[src/rtl/step_accum_pkg.sv]
package step_accum_pkg;

    typedef enum logic {
        DIR_UP   = 1'b0,
        DIR_DOWN = 1'b1
    } step_dir_e;

    typedef enum logic {
        EDGE_WRAP = 1'b0,
        EDGE_SAT  = 1'b1
    } edge_mode_e;

endpackage

[src/rtl/ripple_addsub.sv]
module ripple_addsub #(
    parameter int W = 5
) (
    input  logic [W-1:0] a,
    input  logic [W-1:0] b,
    input  logic         cin,
    output logic [W-1:0] sum,
    output logic         cout
);
    logic [W:0] carry;

    assign carry[0] = cin;

    for (genvar i = 0; i < W; i++) begin : g_bit
        assign sum[i]     = a[i] ^ b[i] ^ carry[i];
        assign carry[i+1] = (a[i] & b[i]) | (carry[i] & (a[i] ^ b[i]));
    end

    assign cout = carry[W];

    // The gate chain must agree with plain arithmetic
    always_comb begin
        assert_chain_arith_R2: assert ({cout, sum} == ({1'b0, a} + {1'b0, b} + (W+1)'(cin)));
    end

endmodule

[src/rtl/carry_select_half.sv]
module carry_select_half #(
    parameter int W = 5
) (
    input  logic [W-1:0] a,
    input  logic [W-1:0] b,
    input  logic         sel_cin,
    output logic [W-1:0] sum,
    output logic         cout
);
    logic [W-1:0] sum_c0, sum_c1;
    logic         co_c0, co_c1;

    ripple_addsub #(.W(W)) u_c0 (
        .a(a), .b(b), .cin(1'b0), .sum(sum_c0), .cout(co_c0)
    );

    ripple_addsub #(.W(W)) u_c1 (
        .a(a), .b(b), .cin(1'b1), .sum(sum_c1), .cout(co_c1)
    );

    assign sum  = sel_cin ? sum_c1 : sum_c0;
    assign cout = sel_cin ? co_c1  : co_c0;

    // The two precomputed results differ by exactly one
    always_comb begin
        assert_select_pair_R9: assert ({co_c1, sum_c1} == ({co_c0, sum_c0} + (W+1)'(1)));
    end

endmodule

[src/rtl/step_operand_gen.sv]
module step_operand_gen #(
    parameter int WIDTH   = 10,
    parameter int EXP_W   = 3,
    parameter int MAX_EXP = 4
) (
    input  logic [EXP_W-1:0] step_exp,
    input  logic             dir,
    output logic [WIDTH-1:0] operand,
    output logic             cin,
    output logic             legal
);
    logic [WIDTH-1:0] onehot;

    assign legal = (int'(step_exp) <= MAX_EXP);

    for (genvar i = 0; i < WIDTH; i++) begin : g_step
        if (i <= MAX_EXP) begin : g_live
            assign onehot[i] = legal && (int'(step_exp) == i);
        end else begin : g_dead
            assign onehot[i] = 1'b0;
        end
    end

    // Decrement: add the two's complement (invert, carry in one)
    assign operand = onehot ^ {WIDTH{dir}};
    assign cin     = dir;

    always_comb begin
        assert_step_onehot_R5: assert ($onehot0(onehot) && (legal || onehot == '0));
    end

endmodule

[src/rtl/step_accum.sv]
module step_accum #(
    parameter int ACC_W      = 10,
    parameter int LO_W       = 5,
    parameter int EXP_W      = 3,
    parameter int MAX_EXP    = 4,
    parameter int INIT_VALUE = 1 << (ACC_W - 1)
) (
    input  logic             clk,
    input  logic             rst,
    input  logic             en,
    input  logic             dir,
    input  logic [EXP_W-1:0] step_exp,
    input  logic             sat_mode,
    output logic [ACC_W-1:0] acc_out,
    output logic             clamp_flag,
    output logic             wrap_flag
);
    import step_accum_pkg::*;

    localparam int               HI_W     = ACC_W - LO_W;
    localparam logic [ACC_W-1:0] FULL_VAL = '1;
    localparam logic [ACC_W-1:0] INIT_VAL = ACC_W'(INIT_VALUE);

    typedef struct packed {
        logic [ACC_W-1:0] acc;
        logic             clamp;
        logic             wrap;
    } acc_state_t;

    acc_state_t st_d, st_q;

    logic [ACC_W-1:0] operand;
    logic             op_cin, op_legal;
    logic [LO_W-1:0]  lo_sum;
    logic             lo_cout;
    logic [HI_W-1:0]  hi_sum;
    logic             hi_cout;
    logic [ACC_W-1:0] next_sum;
    logic             range_exit;

    step_operand_gen #(
        .WIDTH(ACC_W), .EXP_W(EXP_W), .MAX_EXP(MAX_EXP)
    ) u_step (
        .step_exp(step_exp), .dir(dir),
        .operand(operand), .cin(op_cin), .legal(op_legal)
    );

    ripple_addsub #(.W(LO_W)) u_lo (
        .a(st_q.acc[LO_W-1:0]), .b(operand[LO_W-1:0]), .cin(op_cin),
        .sum(lo_sum), .cout(lo_cout)
    );

    carry_select_half #(.W(HI_W)) u_hi (
        .a(st_q.acc[ACC_W-1:LO_W]), .b(operand[ACC_W-1:LO_W]), .sel_cin(lo_cout),
        .sum(hi_sum), .cout(hi_cout)
    );

    assign next_sum = {hi_sum, lo_sum};
    // Increment leaves the range on carry out; decrement on missing carry (borrow)
    assign range_exit = (dir == DIR_DOWN) ? ~hi_cout : hi_cout;

    always_comb begin
        st_d      = st_q;
        st_d.wrap = 1'b0;
        if (en && op_legal) begin
            if (range_exit && (sat_mode == EDGE_SAT)) begin
                st_d.acc   = (dir == DIR_DOWN) ? '0 : FULL_VAL;
                st_d.clamp = 1'b1;
            end else begin
                st_d.acc  = next_sum;
                st_d.wrap = range_exit;
            end
        end
    end

    always_ff @(posedge clk) begin
        if (rst) begin
            st_q.acc   <= INIT_VAL;
            st_q.clamp <= 1'b0;
            st_q.wrap  <= 1'b0;
        end else begin
            st_q <= st_d;
        end
    end

    assign acc_out    = st_q.acc;
    assign clamp_flag = st_q.clamp;
    assign wrap_flag  = st_q.wrap;

    assert_idle_hold_R4: assert property (@(posedge clk) disable iff (rst)
        !en |=> $stable(acc_out));

    assert_bad_exp_hold_R5: assert property (@(posedge clk) disable iff (rst)
        (en && int'(step_exp) > MAX_EXP) |=> ($stable(acc_out) && !wrap_flag));

    assert_clamp_sticky_R7: assert property (@(posedge clk) disable iff (rst)
        clamp_flag |=> clamp_flag);

    assert_no_wrap_in_sat_R6: assert property (@(posedge clk) disable iff (rst)
        sat_mode |=> !wrap_flag);

    assert_sat_up_monotone_R7: assert property (@(posedge clk) disable iff (rst)
        (en && !dir && sat_mode) |=> (acc_out >= $past(acc_out)));

    assert_sat_down_monotone_R7: assert property (@(posedge clk) disable iff (rst)
        (en && dir && sat_mode) |=> (acc_out <= $past(acc_out)));

endmodule

[config.mk]
export PLATFORM = sky130hd
export DESIGN_NAME = step_accum
export DESIGN_NICKNAME = d
export VERILOG_FILES = /design/src/rtl/step_accum_pkg.sv /design/src/rtl/ripple_addsub.sv /design/src/rtl/carry_select_half.sv /design/src/rtl/step_operand_gen.sv /design/src/rtl/step_accum.sv
export SDC_FILE = /design/constraint.sdc
export NUM_CORES = 1
export LEC_CHECK = 0
export BUFFER_PORTS_ARGS = -buffer_cell sky130_fd_sc_hd__buf_2
export CAP_MARGIN = 0
export CORE_MARGIN = 2
export CORE_UTILIZATION = 52
export CTS_CLUSTER_DIAMETER = 100
export DETAILED_ROUTE_END_ITERATION = 8
export GPL_ROUTABILITY_DRIVEN = 0
export PLACE_DENSITY_LB_ADDON = 0.2
export SYNTH_ARGS = -nofsm -noshare
export SYNTH_HDL_FRONTEND = slang
export SYNTH_SLANG_ARGS = --single-unit
export TNS_END_PERCENT = 20
[constraint.sdc]
create_clock -name clk -period 6.7 [get_ports clk]
set_input_delay 1.005 -clock clk [delete_from_list [all_inputs] [get_ports clk]]
set_output_delay 1.005 -clock clk [all_outputs]
set_load 0.01 [all_outputs]
=== Word level (Yosys, flattened, before mapping) ===
Cells that the tools add are included.
W data, S select, Z words.

* Bits in registers: 12
* Latch bits: 0
* RAM bits: 0
* Memory bits (read-only): 0
* Input bits: 8
* Logic and storage cells: 87
* Memories: 0

* $add $sub $neg: 0
* $mul: 0
* Divide/modulo/power cells: 0
* Magnitude comparators: 1
* Equality and inequality tests: 4
* Shift-type cells: 0
* Multiplexer cells: 5
* Bitwise operators: 64
* Reduce and logical (&&, ||, !) cells: 10

{| class="wikitable"
|+ Operators with widths
! operator !! count
|-
| $and A1 B1 Y1 || 23
|-
| $xor A1 B1 Y1 || 23
|-
| $mux W10 || 2
|-
| $or A1 B1 Y1 || 14
|-
| $xor A5 B10 Y10 || 1
|-
| $eq A3 B3 Y1 const B || 3
|-
| $logic_and A1 B1 Y1 || 7
|-
| $mux W5 || 1
|-
| $eq A3 B2 Y1 const B || 1
|-
| $le A3 B3 Y1 const B || 1
|-
| $logic_not A3 Y1 || 1
|-
| $not A1 Y1 || 3
|-
| $reduce_or A3 Y1 || 1
|-
| $mux W1 || 2
|-
| $reduce_and A2 Y1 || 1
|}

=== Longest topological paths before layout ===
Gate-level depths: netlist of run 1.

* Depth after elaboration: 19
* Depth in mapped cells: 18

=== Cells and area by module ===
From an unflattened synthesis of run 1, not the netlist that was laid out.

* Cell total of the unflattened synthesis: 129
* Area total of the unflattened synthesis: 1198.6 µm²

{| class="wikitable"
|+ Modules (own cells, without submodules)
! module !! times used !! cells each !! area an instance (µm²) !! sequential area each (µm²)
|-
| step_accum || 1 || 57 || 543.0 || 240.2
|-
| ripple_addsub || 3 || 15 || 137.6 || 0.0
|-
| step_operand_gen || 1 || 18 || 133.9 || 0.0
|-
| carry_select_half || 1 || 9 || 108.9 || 0.0
|}

=== Least setup slack after synthesis of run 1 ===
No wires, ideal clock.

* Path kind: input -> register
* From: in step_exp[1]
* To: reg st_q (netlist bit acc_out[9])
* Data arrival time: 5.110 ns
* Slack: 1.467 ns
* Stages on the path: 18
* Cell sequence: nor3_1 -> mux2i_1 -> fa_1 -> fa_1 -> fa_1 -> inv_1 -> fa_1 -> mux2i_1 -> fa_1 -> inv_1 -> fa_1 -> inv_1 -> fa_1 -> fa_1 -> xor2_4 -> nand2_4 -> a2111oi_4 -> nor2_1

* Cells in the longest elaborated chain, start to end: 19

{| class="wikitable"
|+ Ends and longest elaborated chain
! what !! line !! text
|-
| from (decl) || step_accum.sv:12 || <nowiki>input logic [EXP_W-1:0] step_exp,</nowiki>
|-
| $le A3 B3 Y1 / $logic_not A3 Y1 (equally long branches) || step_operand_gen.sv:14, step_operand_gen.sv:18 ||
|-
| $logic_and A1 B1 Y1 || step_operand_gen.sv:18 || <nowiki>assign onehot[i] = legal && (int'(step_exp) == i);</nowiki>
|-
| $xor A5 B10 Y10 || step_operand_gen.sv:25 || <nowiki>assign operand = onehot ^ {WIDTH{dir}};</nowiki>
|-
| $xor A1 B1 Y1 || ripple_addsub.sv:16 || <nowiki>assign carry[i+1] = (a[i] & b[i]) | (carry[i] & (a[i] ^ b[i]));</nowiki>
|-
| $and A1 B1 Y1 || ripple_addsub.sv:16 ||
|-
| $or A1 B1 Y1 || ripple_addsub.sv:16 ||
|-
| $and A1 B1 Y1 || ripple_addsub.sv:16 ||
|-
| $or A1 B1 Y1 || ripple_addsub.sv:16 ||
|-
| (+3 left out) || -- ||
|-
| $or A1 B1 Y1 || ripple_addsub.sv:16 ||
|-
| $and A1 B1 Y1 || ripple_addsub.sv:16 ||
|-
| $or A1 B1 Y1 || ripple_addsub.sv:16 ||
|-
| $mux W1 || carry_select_half.sv:22 || <nowiki>assign cout = sel_cin ? co_c1 : co_c0;</nowiki>
|-
| $not A1 Y1 || step_accum.sv:60 || <nowiki>assign range_exit = (dir == DIR_DOWN) ? ~hi_cout : hi_cout;</nowiki>
|-
| $mux W1 || step_accum.sv:60 ||
|-
| $logic_and A1 B1 Y1 || step_accum.sv:66 || <nowiki>if (range_exit && (sat_mode == EDGE_SAT)) begin</nowiki>
|-
| $mux W10 || step_accum.sv:66 ||
|-
| to (signal assigned) || step_accum.sv:82 || <nowiki>st_q <= st_d;</nowiki>
|-
| to (decl) || step_accum.sv:30 || <nowiki>acc_state_t st_d, st_q;</nowiki>
|}

Parallel ways exist; a longest one is shown, timed or not.
A chain may end at the register's enable or synchronous reset.

=== Final worst setup path of run 1 ===
Same ends and word-level chain as after synthesis.

==> results of run 1 <==
-- kinds of logic after synthesis --
group | count (synthesis) | synth area share [%]
xor gates and xnor gates | 6 | 8.26
adders and majority gates | 10 | 21.4
and+or+nand+nor | 27 | 15.8
AOI/OAI and AO/OA | 20 | 16.7
muxes | 2 | 2.32
buffers and inverters | 15 | 7.68
DFF | 12 | 27.8
-- worst min-delay path by stage --
stage | start | slack (ns) | end
floorplan | clamp_flag | 0.50 | clamp_flag
global placement | clamp_flag | 0.45 | clamp_flag
detailed placement | clamp_flag | 0.47 | clamp_flag
CTS | clamp_flag | 0.49 | clamp_flag
global route | clamp_flag | 0.52 | clamp_flag
finish | clamp_flag | 0.47 | clamp_flag
-- power by group through the flow --
stage / Clock, uW / Sequential [uW] / Combinational, uW
finish: 60.0 / 82.6 / 73.4
global route: 67.6 / 83.7 / 83.9
CTS: 61.7 / 82.8 / 74.0
detailed placement: 0 / 84.4 / 73.3
global placement: 0 / 84.2 / 72.2
floorplan: 0 / 87.2 / 51.8
-- synth_stat cells, drive strengths merged --
library cell	number
dfxtp	12
nor2	12
inv	11
a21oi	9
fa	8
nor3	5
nand2	4
o22ai	4
xnor2	4
buf	3
a31oi	2
ha	2
mux2i	2
nor3b	2
xor2	2
a2111oi	1
a211oi	1
and2	1
clkbuf	1
nand2b	1
nand3b	1
nor4b	1
o211ai	1
o21ai	1
o32ai	1
-- through the flow --
step / instances / hold slack, ns / utilization (%) / total power, uW
2_1_floorplan: 92 / 0.505 / - / 139
3_3_place_gp: 123 / 0.449 / 62.6 / 156
3_5_place_dp: 123 / 0.472 / 62.6 / 158
4_1_cts: 127 / 0.491 / 64.9 / 219
5_1_grt: 127 / 0.522 / 64.9 / 235
6_report: 127 / 0.475 / 64.9 / 216
-- worst max-delay path: stages --
cell and delay (ns):
buf_2 0.13, nor3_1 0.38, mux2i_1 0.17, fa_1 0.40, fa_1 0.39, fa_1 0.36, inv_1 0.08, fa_1 0.22
mux2i_1 0.10, fa_1 0.36, inv_1 0.08, fa_1 0.17, inv_1 0.05, fa_1 0.37, fa_1 0.47, xor2_4 0.31
nand2_4 0.13, a2111oi_4 0.36, nor2_1 0.07
-- sequential cells by signal (all words and copies together), names as in the netlist --
register,count
acc_out,10
wrap_flag,1
clamp_flag,1
-- area by class of cell --
type	count	share of cell area (%)
Sequential cell	12	24.3
Multi-Input combinational cell	65	56.3
Inverter	11	4.17
Timing Repair Buffer	19	9.61
Tap cell	16	2.02
Clock buffer	4	3.67
-- metal layers --
metal / vias to the layer above / global-route usage [%]
met5: - / 0
met4: 0 / 10.9
met3: 5 / 4.80
met2: 17 / 32.2
met1: 335 / 29.7
li1: 349 / -
-- placed cells by master (no fill, tap or decap), types with 2 or more instances in the layout --
cell type	netlist	routed
inv_1	11	11
nor3_1	5	5
o22ai_1	4	4
ha_1	2	2
a31oi_1	2	2
mux2i_1	2	2
xnor2_1	4	4
nor2_1	12	12
nor3b_1	2	2
nand2_1	3	3
clkbuf_4	0	3
fa_1	8	8
a21oi_1	9	9
dfxtp_1	12	12
buf_2	2	19
==> impl_metrics.yaml, run 1 <==
pwr:
  swShare_pct: 34.4
  seqPwrFrac_pct: 38.3
  comb_power_share_pct: 34.0
  cellInternalPower_uw: 142
  p_clk_share_pct: 27.8
  ir_worst_vdd_uv: 134
  leakage_uw: 0.000423
  power.density_nw_per_um2: 218
  p_switching_uw: 74.2
cts:
  cts_tree: "built"
  postCtsSetupBuffers: 0
  cts.sinks: 12
  ctsHoldBuffers: 0
  cts_inserted_buffers: 3
  cts.htree.levels: 1
  clk_pin_slew_worst_paths_ns: 0.08
  clk_latency_ns: 0.28
  root_buffer: "clkbuf_4"
  clockBufferDepth: 2
  cts-resized-gates: 0
setup_path:
  required_ns: 6.87
  reg2reg_slack_ns: 2.19
  r2r_cells: 17
  cp_data_arrival_time_ns: 5.59
  crit_end: "acc_out[9]"
  reg2reg_from: "acc_out[0]"
  criticalPathCategory: "in -> reg"
  crit_fanout: 8
  timing.critical_path.to_type: "register"
  critPathLaunchType: "input pin"
  cp-startpoint: "step_exp[1]"
  rr_endpoint: "acc_out[9]"
logic_synthesis:
  ys_seq_elements: 12
  syn_area_per_cell_um2: 9.38
  netlist_instances: 92
  synth_nets: 110
  seq_area_frac_synth_pct: 27.8
  synth_area_leaders: "dfxtp_1, fa_1, a21oi_1"
  synth_top_area_share_pct: 27.8
  yosysUniqueCellTypes: 28
  yosysTopAreaCell: "dfxtp_1"
  yosys_warnings: 0
  syn_area_um2: 863
timing:
  rsz0062_at_grt: "no"
  setup_slack_ns: 1.28
  setup_violations: 0
  slew_viol_final: 0
  slew_headroom_pct: 70.3
  hold_viol_final: 0
  max_freq_mhz: 185
  tns_ns: 0
  fin_crit_ns: 5.42
  skew_ns: 0.00122
  fin_crit_sh_pct: 80.9
  worst_pin_slew_ns: 0.444
global_route:
  grt-ovfl-total: 0
  grt_max_degree: 15
  grt_first_pass_wirelength_mm: 3.07
  track_usage_pct: 21.7
  grt_pass1_vias: 667
  antenna_found_initial: 0
cells_and_area:
  drive_gt1_share_pct: 24.3
  final_nets: 130
  multi_input_area_um2: 557
  num_antenna_cells: 0
  area_growth_pct: 14.6
  num-fill-cells: 139
  regArea_um2: 240
  stdcell_area_um2: 990
hold_path:
  hold_class: "reg -> reg"
  holdPathStages: 2
die:
  ioPinCount: 20
  start_util_pct: 56.7
  die_area_um2: 2000
  placementRows: 14
  coreArea_um2: 1520
  die_height_um: 44.7
  die_w_um: 44.7
drt:
  drt_iter0_markers: 7
  ant_nets: 0
  wl_per_cell_um: 13.6
  wl_met1_um: 816
  dr.pass1.iters: 5
  wl_met2_um: 785
  vias: 706
  routed.top_layer: "met4"
  via_per_inst: 5.56
  wl_met3_um: 83
  totalWireLength_mm: 1.73
  detail_route.drc_violations: 0
placement:
  place_ws_ns: 1.01
  io_buffers: 19
  dp_hpwl_mm: 1.24
  dpl_cell_area_um2: 953
run:
  maxCapViolCount: 0
outcome:
  outcome: "finished, final reports clean"
Note: power is estimated with default switching activity, not from simulation.
==> run 2, diff against run 1 <==
ABC_AREA = 1   (was default)
clock period = 5 ns   (was 6.7 ns; I/O delays follow)
==> impl_metrics.yaml, run 2 <==
logic_synthesis:
  synth-compound-area-share_pct: 6.59
  synthSimpleGateAreaFrac_pct: 28.2
  syn_area_per_cell_um2: 7.23
  synthXorXnorAreaFrac_pct: 3.85
  netlist_top_cells_count: "nand2_1, inv_1, dfxtp_1"
  syn_area_um2: 911
  synth_top_area_share_pct: 26.4
  yosys.area_share.adder_pct: 20.3
  ys_seq_elements: 12
  synth_edf_count: 0
  synth_area_leaders: "dfxtp_1, nand2_1, fa_1"
  ys_async_sr_fraction_pct: 0
  ys.flop_type: "dfxtp_1"
  yosysTopAreaCell: "dfxtp_1"
  yosysMostFrequentCell: "nand2_1"
  netlist_instances: 126
  yosys_warnings: 0
  yosysUniqueCellTypes: 19
  synth_nets: 144
  synth_mux_area_share_pct: 0
  synth_top_family_by_area: "simple AND/OR/NAND/NOR gates"
  seq_area_frac_synth_pct: 26.4
global_route:
  track_usage_pct: 20.4
  grt_max_degree: 13
  grt_first_pass_wirelength_mm: 3.00
  grt_pass1_vias: 731
  grt-ovfl-total: 0
  antenna_found_initial: 0
cts:
  root_buffer: "clkbuf_4"
  cts.htree.levels: 1
  clockBufferDepth: 2
  ctsHoldBuffers: 0
  cts.sinks: 12
  clk_pin_slew_worst_paths_ns: 0.08
  clk_latency_ns: 0.27
  postCtsSetupBuffers: 0
  cts_tree: "built"
  cts_inserted_buffers: 3
  cts-resized-gates: 0
die:
  start_util_pct: 53.9
  die_area_um2: 2100
  die_w_um: 45.9
  die_height_um: 45.9
  placementRows: 15
  ioPinCount: 20
  coreArea_um2: 1690
timing:
  skew_ns: 0.00310
  tns_ns: 0
  fin_crit_ns: 4.67
  slew_viol_final: 0
  rsz0062_at_grt: "no"
  setup_slack_ns: 0.333
  max_freq_mhz: 214
  hold_viol_final: 0
  slew_headroom_pct: 68.6
  worst_pin_slew_ns: 0.469
  setup_violations: 0
  fin_crit_sh_pct: 93.3
  hold_slack_ns: 0.456
setup_path:
  crit_fanout: 11
  cp_data_arrival_time_ns: 4.84
  critPathLaunchType: "input pin"
  required_ns: 5.18
  criticalPathCategory: "in -> reg"
  timing.critical_path.to_type: "register"
cells_and_area:
  largest_register: "acc_out"
  mostFrequentLayoutCells: "nand2_1, inv_1, buf_2"
  final_nets: 167
  num_antenna_cells: 0
  final_common_cell: "nand2_1"
  area_growth_pct: 14.0
  largest_register_ffs: 10
  instances_no_fill: 164
  drive_gt1_share_pct: 23.1
drt:
  dr.pass1.iters: 4
  totalWireLength_mm: 1.75
  via_per_inst: 4.82
  detail_route.drc_violations: 0
  drt_iter0_markers: 7
  vias: 790
  wl_per_cell_um: 10.7
  ant_nets: 0
placement:
  place_ws_ns: 0.0523
  dp_hpwl_mm: 1.40
  io_buffers: 19
  dp.cells: 161
pwr:
  power.density_nw_per_um2: 267
  leakage_uw: 0.000601
  ir_worst_vdd_uv: 169
run:
  maxCapViolCount: 0
hold_path:
  hold_class: "reg -> reg"
outcome:
  outcome: "finished, final reports clean"
run 2: worst paths after layout:
| kind | from | endpoint | slack, ns | cells after the start |
|---|---|---|---|---|
| hold reg to reg | clamp_flag | clamp_flag | 0.46 | 2 |
| setup reg to reg | acc_out[0] | acc_out[9] | 0.75 | 23 |
| setup / recovery | step_exp[2] | acc_out[9] | 0.33 | 24 |
| hold / removal | clamp_flag | clamp_flag | 0.46 | 2 |
run 2: worst max-delay path: stages:
cell and delay, ns:
buf_2 0.11, inv_1 0.12, nand3_1 0.11, xor2_1 0.16, fa_1 0.42, fa_1 0.41, fa_1 0.38, inv_1 0.08
fa_1 0.22, a21oi_1 0.10, fa_1 0.36, inv_1 0.07, fa_1 0.15, inv_1 0.05, fa_1 0.39, fa_1 0.44
inv_1 0.08, nand2_1 0.07, nand2_4 0.08, nand2_4 0.10, nand2_1 0.07, nand2_1 0.05, nand2_1 0.05, nand2_1 0.04
run 2: cell type report:
class | instances | area, um^2
Multi-Input combinational cell | 84 | 537
Sequential cell | 12 | 240
Inverter | 26 | 100
Timing Repair Buffer | 22 | 118
Fill cell | 172 | 651
Tap cell | 17 | 21.3
Clock buffer | 3 | 22.5
run 2: through the flow:
step	instance area, um^2	util [%]	power (uW)
floorplan	911	-	192
global placement	1020	60.1	215
detailed placement	1020	60.1	219
CTS	1040	61.5	280
global route	1040	61.5	302
finish	1040	61.5	277
run 2: per-layer routing:
metal | track usage (%) | vias up | share of wire (%) | routed length (um)
met2 | 33.6 | 15 | 51 | 890
li1 | - | 417 | - | -
met3 | 4.76 | 4 | 3.2 | 56
met4 | 10.3 | 0 | 1.3 | 23
met1 | 24.5 | 354 | 45 | 782
met5 | 0 | - | 0 | 0
run 2: where the power goes:
group          switching [uW]  internal [uW]  leakage, uW
Sequential               5.94            104    0.0000990
Combinational            62.2           43.0     0.000488
Clock                    33.7           27.9    0.0000138
Total                     102            175     0.000601
run 2: cell families (layout without fill, tap and decap cells):
kind of cell	count (synthesis)	after routing
AND/OR/NAND/NOR	58	58
AO/OA/AOI/OAI	12	12
adder cells (fa/ha/maj)	10	10
XOR/XNOR	4	4
flip-flops	12	12
buffers and inverters	30	51
==> run 3, diff against run 2 <==
CORE_UTILIZATION = 55   (was 52)
SYNTH_HIERARCHICAL = 1   (was default)
==> impl_metrics.yaml, run 3 <==
logic_synthesis:
  synth_mux_area_share_pct: 0
  yosysTopAreaCell: "fa_1"
  yosys.area_share.adder_pct: 26.5
  synth_area_leaders: "fa_1, dfxtp_1, nand2_1"
  synthXorXnorAreaFrac_pct: 0
  ys.flop_type: "dfxtp_1"
  synth-compound-area-share_pct: 9.29
  synth_edf_count: 0
  synth_nets: 186
  synth_top_family_by_area: "adder cells"
  netlist_top_cells_count: "nand2_1, inv_1, fa_1"
  netlist_instances: 163
  yosysUniqueCellTypes: 17
  synthSimpleGateAreaFrac_pct: 23.2
  syn_area_per_cell_um2: 6.94
  yosys_warnings: 6
  seq_area_frac_synth_pct: 21.2
  syn_area_um2: 1130
  yosysMostFrequentCell: "nand2_1"
  synth_top_area_share_pct: 26.5
  ys_seq_elements: 12
  ys_async_sr_fraction_pct: 0
cells_and_area:
  instances_no_fill: 203
  largest_register: "acc_out"
  final_common_cell: "nand2_1"
  largest_register_ffs: 10
  num_antenna_cells: 0
  area_growth_pct: 7.63
  fin_util_pct: 62.7
  drive_gt1_share_pct: 15.9
  final_nets: 201
  mostFrequentLayoutCells: "nand2_1, inv_1, buf_2"
global_route:
  grt-ovfl-total: 0
  grt_pass1_vias: 954
  grt_max_degree: 20
  antenna_found_initial: 0
  track_usage_pct: 20.3
  grt_first_pass_wirelength_mm: 3.77
timing:
  max_freq_mhz: 253
  hold_slack_ns: 0.492
  fin_crit_ns: 3.96
  tns_ns: 0
  skew_ns: 0.00388
  fin_crit_sh_pct: 79.1
  rsz0062_at_grt: "no"
  hold_viol_final: 0
  setup_violations: 0
  slew_viol_final: 0
  setup_slack_ns: 1.04
die:
  die_w_um: 49.4
  die_height_um: 49.4
  coreArea_um2: 1940
  start_util_pct: 58.2
  ioPinCount: 20
  die_area_um2: 2440
  placementRows: 16
hold_path:
  worstHoldStart: "clamp_flag"
  hold_class: "reg -> reg"
  hold_path_end: "clamp_flag"
  holdPathStages: 2
placement:
  dp_hpwl_mm: 1.70
  io_buffers: 19
  place_ws_ns: 0.765
  dp.cells: 200
run:
  maxCapViolCount: 0
drt:
  vias: 971
  via_per_inst: 4.78
  ant_nets: 0
  wl_per_cell_um: 10.5
  detail_route.drc_violations: 0
  totalWireLength_mm: 2.14
  drt_iter0_markers: 26
  dr.pass1.iters: 6
setup_path:
  required_ns: 5.20
  reg2reg_slack_ns: 1.92
  criticalPathCategory: "in -> reg"
  max_stage_delay_ns: 0.40
  critPathLaunchType: "input pin"
  cp_cell_sequence: "buf_2 -> inv_1 -> nand3_1 -> nand2_1 -> fa_1 -> inv_1 -> fa_1 -> inv_1 -> fa_1 -> fa_1 -> inv_1 -> fa_1 -> inv_1 -> inv_2 -> nand2_1 -> nand2_1 -> inv_1 -> nand2_1 -> nand2_1 -> nand2_2 -> nand2_1 -> a21oi_1"
  cp_data_arrival_time_ns: 4.16
  reg2reg_from: "acc_out[0]"
  crit_fanout: 19
  timing.critical_path.to_type: "register"
  rr_endpoint: "acc_out[6]"
  cp-startpoint: "dir"
  slowest_stage: "fa_1"
  r2r_cells: 18
cts:
  clockBufferDepth: 2
  clk_latency_ns: 0.27
  cts-resized-gates: 0
  cts_tree: "built"
  clk_pin_slew_worst_paths_ns: 0.07
  ctsHoldBuffers: 0
  cts_inserted_buffers: 3
  root_buffer: "clkbuf_4"
  postCtsSetupBuffers: 0
  cts.htree.levels: 1
  cts.sinks: 12
pwr:
  power.density_nw_per_um2: 247
  ir_worst_vdd_uv: 147
  leakage_uw: 0.000714
outcome:
  outcome: "finished, final reports clean"
-- run 3: changes by cell type in the layout (fill, tap and decap cells not counted), sizes merged --
cell and change:
conb +2, or2 -1, nor3b +1, ha -2, xor2 -4, nor2 -2, a21oi -1, nand3 +4
nand2 +4, buf -3, fa +7, o21ai +10, inv +14
-- run 3: worst max-delay path, delay by kind of cell --
family | cells | cell delay [ns]
simple gates | 8 | 0.76
compound gates | 1 | 0.13
buf+inv | 8 | 1.06
fa+ha+maj | 5 | 1.45
-- run 3: worst max path at each step --
stage,endpoint,slack [ns],cells past startpoint
2_1_floorplan,acc_out[0],1.49,23
3_3_place_gp,acc_out[9],0.88,24
3_5_place_dp,acc_out[9],0.76,24
4_1_cts,acc_out[9],1.05,24
5_1_grt,acc_out[9],0.72,24
6_report,acc_out[6],1.04,22
-- run 3: power breakdown --
part / switching (uW) / internal (uW)
combinational: 77.1 / 49.1
clock: 31.8 / 27.9
sequential: 9.85 / 104
total: 119 / 182
-- run 3: metal layers --
layer | vias up | wire length [um] | GRT usage [%]
li1 | 497 | - | -
met1 | 454 | 945 | 23.7
met2 | 20 | 1100 | 36.0
met3 | 0 | 98 | 5.21
met4 | 0 | 0 | 6.19
met5 | - | 0 | 0
-- run 3: layout make-up --
class | count | area (um^2)
Timing Repair Buffer | 19 | 95.1
Fill cell | 191 | 724
Tap cell | 27 | 33.8
Sequential cell | 12 | 240
Multi-Input combinational cell | 102 | 676
Clock buffer | 3 | 22.5
Inverter | 40 | 150
-- run 3: kinds of logic after synthesis --
kind of cell               count (synthesis)
and+or+nand+nor                           64
buffers and inverters                     49
AOI/OAI and AO/OA                         21
adders and majority gates                 15
DFF                                       12
other                                      2
-- run 3: stage by stage --
stage / area, um^2 / total power (uW)
floorplan: 1130 / 214
global placement: 1190 / 238
detailed placement: 1190 / 244
CTS: 1220 / 304
global route: 1220 / 333
finish: 1220 / 300
